## src/rtl/ipwm_pkg.sv

```systemverilog
package ipwm_pkg;
    typedef enum logic [0:0] {
        SEQ_PRIME = 1'b0,
        SEQ_RUN   = 1'b1
    } seq_state_e;
endpackage

```

## src/rtl/ipwm_sequencer.sv

```systemverilog
module ipwm_sequencer
    import ipwm_pkg::*;
#(
    parameter int RES = 420,
    parameter int CW  = 9,
    parameter int DW  = 9
) (
    input  logic          clk,
    input  logic          rst,
    input  logic [DW-1:0] duty_i,
    output logic [CW-1:0] cnt_o,
    output logic [DW-1:0] duty_o,
    output logic          run_o
);
    localparam logic [CW-1:0] LAST = CW'(RES - 1);

    seq_state_e    state_q, state_d;
    logic [CW-1:0] cnt_q;
    logic [DW-1:0] duty_q;
    logic          at_last;

    assign at_last = (cnt_q == LAST);

    // next-state logic
    always_comb begin
        state_d = state_q;
        unique case (state_q)
            SEQ_PRIME: state_d = SEQ_RUN;
            SEQ_RUN:   state_d = SEQ_RUN;
            default:   state_d = SEQ_PRIME;
        endcase
    end

    // state register
    always_ff @(posedge clk) begin
        if (rst) state_q <= SEQ_PRIME;
        else     state_q <= state_d;
    end

    // counter and duty latch, driven by the state
    always_ff @(posedge clk) begin
        if (rst) begin
            cnt_q  <= '0;
            duty_q <= '0;
        end else begin
            unique case (state_q)
                SEQ_PRIME: begin
                    cnt_q  <= '0;
                    duty_q <= duty_i;
                end
                SEQ_RUN: begin
                    if (at_last) begin
                        cnt_q  <= '0;
                        duty_q <= duty_i;
                    end else begin
                        cnt_q <= cnt_q + 1'b1;
                    end
                end
                default: begin
                    cnt_q  <= '0;
                    duty_q <= '0;
                end
            endcase
        end
    end

    assign cnt_o  = cnt_q;
    assign duty_o = duty_q;
    assign run_o  = (state_q == SEQ_RUN);
endmodule

```

## src/rtl/ipwm_phase.sv

```systemverilog
module ipwm_phase #(
    parameter int RES = 420,
    parameter int CW  = 9,
    parameter int DW  = 9,
    parameter int OFF = 0
) (
    input  logic          clk,
    input  logic          rst,
    input  logic          run_i,
    input  logic [CW-1:0] cnt_i,
    input  logic [DW-1:0] duty_i,
    output logic          pwm_o
);
    localparam int SW = (CW + 1 > DW) ? CW + 1 : DW;
    localparam logic [CW:0] OFF_V = (CW + 1)'(OFF);
    localparam logic [CW:0] RES_V = (CW + 1)'(RES);

    logic [CW:0] sum_w;
    logic [CW:0] fold_w;
    logic        hit_w;
    logic        pwm_q;

    always_comb begin
        sum_w  = {1'b0, cnt_i} + OFF_V;
        fold_w = (sum_w >= RES_V) ? (sum_w - RES_V) : sum_w;
        hit_w  = (SW'(fold_w) < SW'(duty_i));
    end

    always_ff @(posedge clk) begin
        if (rst || !run_i) pwm_q <= 1'b0;
        else               pwm_q <= hit_w;
    end

    assign pwm_o = pwm_q;
endmodule

```

## src/rtl/interleaved_pwm.sv

```systemverilog
module interleaved_pwm #(
    parameter int N_PHASE = 16,
    parameter int RES     = 420,
    localparam int CW     = $clog2(RES),
    localparam int DW     = $clog2(RES + 1)
) (
    input  logic               clk,
    input  logic               rst,
    input  logic [DW-1:0]      duty_i,
    output logic [N_PHASE-1:0] pwm_o
);
    logic [CW-1:0] cnt_q;
    logic [DW-1:0] duty_q;
    logic          seq_run;

    ipwm_sequencer #(.RES(RES), .CW(CW), .DW(DW)) u_seq (
        .clk    (clk),
        .rst    (rst),
        .duty_i (duty_i),
        .cnt_o  (cnt_q),
        .duty_o (duty_q),
        .run_o  (seq_run)
    );

    for (genvar k = 0; k < N_PHASE; k++) begin : g_phase
        localparam int OFF_K = (k * RES) / N_PHASE;
        ipwm_phase #(.RES(RES), .CW(CW), .DW(DW), .OFF(OFF_K)) u_ph (
            .clk    (clk),
            .rst    (rst),
            .run_i  (seq_run),
            .cnt_i  (cnt_q),
            .duty_i (duty_q),
            .pwm_o  (pwm_o[k])
        );
    end
endmodule

```

## config.mk

```make
export PLATFORM = sky130hd
export DESIGN_NAME = interleaved_pwm
export DESIGN_NICKNAME = d
export VERILOG_FILES = /design/src/rtl/ipwm_pkg.sv /design/src/rtl/ipwm_sequencer.sv /design/src/rtl/ipwm_phase.sv /design/src/rtl/interleaved_pwm.sv
export SDC_FILE = /design/constraint.sdc
export NUM_CORES = 1
export LEC_CHECK = 0
export ABC_CLOCK_PERIOD_IN_PS = 5670
export BUFFER_PORTS_ARGS = -buffer_cell sky130_fd_sc_hd__buf_4
export CORE_ASPECT_RATIO = 0.6
export CORE_MARGIN = 4
export CORE_UTILIZATION = 30
export DETAILED_ROUTE_END_ITERATION = 7
export PLACE_DENSITY = 0.56
export SLEW_MARGIN = 20
export SYNTH_ARGS = -nofsm -noshare
export SYNTH_HDL_FRONTEND = slang
export SYNTH_SLANG_ARGS = --single-unit
```

## constraint.sdc

```tcl
create_clock -name clk -period 5.67 [get_ports clk]
set_input_delay 1.134 -clock clk [delete_from_list [all_inputs] [get_ports clk]]
set_output_delay 1.134 -clock clk [all_outputs]
set_load 0.03 [all_outputs]
```

==> results.ini <==
[status]
status = complete, no violations

[power]
switchingPower_mw = 0.3212
p_leak_nw = 3.920
p_per_area_mw_per_mm2 = 90.93
irDropWorstVdd_v = 0.0001074
sw_frac_of_total_pct = 36.42
finalPower_mw = 0.8819
intPower_mw = 0.5608
p_comb_share_pct = 26.8
p_clk_share_pct = 43.7
seqPwrFrac_pct = 29.6

[sta]
setup_tns_ps = 0
maxSlewHeadroom_pct = 26.76
setup-violations-final = 0
fmax_ghz = 0.2132
finalWorstSetupSlack_ps = 978.7
period_share_pct = 82.74
hold_violations = 0
rsz0062_at_grt = false
fin_skew_ps = 18.83
slew_viol_final = 0
holdWs_ps = 616.3
tightest_slew_ps = 1092
min_period_ps = 4691

[placed_design]
place_area_sq_mm = 0.009524
dp_hpwl_um = 23250
pre_cts_slack_ps = 1117
io_buffers = 26
gp_congestion = 0.9319
placed_cells = 1603

[synth]
synth_edf_count = 0
synth_cell_types = 87
yosysTopAreaCell = ha_1
synth-main-ff-cell = dfxtp_1
syn-num-nets = 1391
yosys_warnings = 0
synthCells = 1219
synth_top_area_share_pct = 22.19
syn-mean-instance-area_sq_um = 7.447
yosysSeqAreaShare_pct = 7.719
async_flop_share_pct = 0
ys_top_cells_by_area = ha_1 (22%), xnor2_1 (11%), dfxtp_1 (7.7%)
ys_ff_latch = 35
netlist_area_sq_mm = 0.009077

[grt]
grtUsageTotal_pct = 18.29
grt_start_max_net_pins = 53
grt_pass1_vias = 7992
antenna_found_initial = 1
grt_pass1_wl_um = 47800
grt.overflow.total = 0

[route]
drtIter0Drc = 977
routed_wl_um = 30900
drc = 0
drt-vias-per-instance = 5.517
first_pass_iters = 5
ant_nets = 0
num_vias = 8888
avgRoutedWirePerCell_um = 19.18

[die]
start_util_pct = 30.40
die_area_sq_mm = 0.03320
io_pins = 27
die_w_um = 232.6
core.rowCount = 49
die_h_um = 142.7
core-area_sq_mm = 0.02986

[worst_setup_path]
end_kind = register
startpoint_type = register
crit_required_ps = 5890
worstPathArrival_ps = 4910
path_max_fanout = 17
path_class = register to register

[finish]
fin_nets = 1374
layout.cells.non_filler = 1611
multiInputGateArea_sq_mm = 0.007809
seq_area_sq_um = 704.4
nFillCells = 3241
antenna_cells = 0
utilization_pct = 32.49
fin_area_sq_mm = 0.009699
drive_above_1_share_pct = 8.645
synthToLayoutAreaGrowth_pct = 6.850

[clock_network]
clockBufferDepth = 2
cts-root-buf = clkbuf_16
clk_pin_slew_ps = 80
holdBufCountCts = 0
cts.sinks = 35
cts_resized = 0
cts_max_level = 2
cts_tree = yes
cts_buffers = 5
clk_latency_ps = 320
cts_setup_buffers = 0

[min_path]
hold_path.class = register to register

[run]
drv_cap = 0

## worst max-delay path, cell delays in order, from the launching register on
cell,delay [ps]
dfxtp_1,760
inv_1,330
ha_1,350
a21boi_0,370
xnor2_1,290
inv_1,180
ha_1,250
nand2_1,60
o211ai_1,110
a211oi_1,280
o21a_1,270
nand2b_1,150
xnor2_1,120
ha_1,270
a21o_1,160
a21oi_1,120
o21ai_0,90
a21o_1,180
a221oi_1,270
## layer usage
metal / part of all wire (%) / routed length, um / global-route usage [%] / vias to the layer above
met4: 0.93 / 288 / 2.105 / 2
li1: - / - / - / 4326
met1: 54 / 16740 / 30.69 / 4178
met2: 35 / 10860 / 23.30 / 359
met5: 0.045 / 14 / 0 / -
met3: 9.7 / 2997 / 4.067 / 23
## sequential cells by signal (all words and copies together) (netlist names)
signal	count
g_phase.u_ph.pwm_o	16
u_seq.duty_o	9
u_seq.cnt_o	9
u_seq.run_o	1
## path summary, 6_finish.rpt
path	from	end	slack, ps	depth (start not counted)
max reg2reg	u_seq.cnt_o[1]	g_phase[14].u_ph.pwm_o	980	18
min reg2reg	u_seq.duty_o[0]	u_seq.duty_o[0]	620	2
min	u_seq.duty_o[0]	u_seq.duty_o[0]	620	2
max	u_seq.cnt_o[1]	g_phase[14].u_ph.pwm_o	980	18
## area by class of cell
type / instances / area share (%)
flip-flops and latches: 35 / 7.263
well taps: 408 / 5.263
clock inverters: 3 / 0.4902
clock buffers: 5 / 1.290
inverters: 44 / 1.703
repair buffers: 45 / 3.483
multi-input cells: 1071 / 80.51
## Yosys cell counts (24+ instances only)
master / n
xor2_1: 25
nor2_1: 105
inv_1: 39
nand3_1: 30
a21o_1: 52
nand2_1: 121
ha_1: 161
o21ai_0: 67
a31oi_1: 27
buf_2: 24
dfxtp_1: 35
a21oi_1: 108
xnor2_1: 115
## placed cells by master, fill, tap and decap left out, drive strengths merged, types with 5 or more instances in the layout
cell type and n:
a2111oi 7, a211o 7, a211oi 20, a21boi 11, a21o 52, a21oi 111
a22oi 5, a31oi 27, and2 9, and3 8, buf 45, clkbuf 5
dfxtp 35, ha 161, inv 42, mux2 6, mux2i 6, nand2 121
nand2b 22, nand3 30, nand4 6, nor2 105, nor2b 13, nor3 15
o211ai 5, o21a 15, o21ai 83, o21bai 7, o31ai 5, or2 8
or3 7, xnor2 119, xor2 27
## cell families (layout without fill, tap and decap cells)
kind of cell,Yosys count,after routing,share of synthesized area [%]
flip-flops,35,35,7.719
adder cells (fa/ha/maj),161,161,22.19
AO/OA/AOI/OAI,394,394,29.32
multiplexers,12,12,1.406
buffers and inverters,113,97,6.409
AND/OR/NAND/NOR,358,358,18.25
XOR/XNOR,146,146,14.71
## power groups by stage
stage | logic [mW] | clock network (mW) | registers [mW]
floorplan | 0.165 | 0 | 0.263
global placement | 0.230 | 0 | 0.266
detailed placement | 0.235 | 0 | 0.267
CTS | 0.236 | 0.384 | 0.261
global route | 0.266 | 0.396 | 0.262
finish | 0.236 | 0.385 | 0.261
Note: power is estimated with default switching activity, not from simulation.
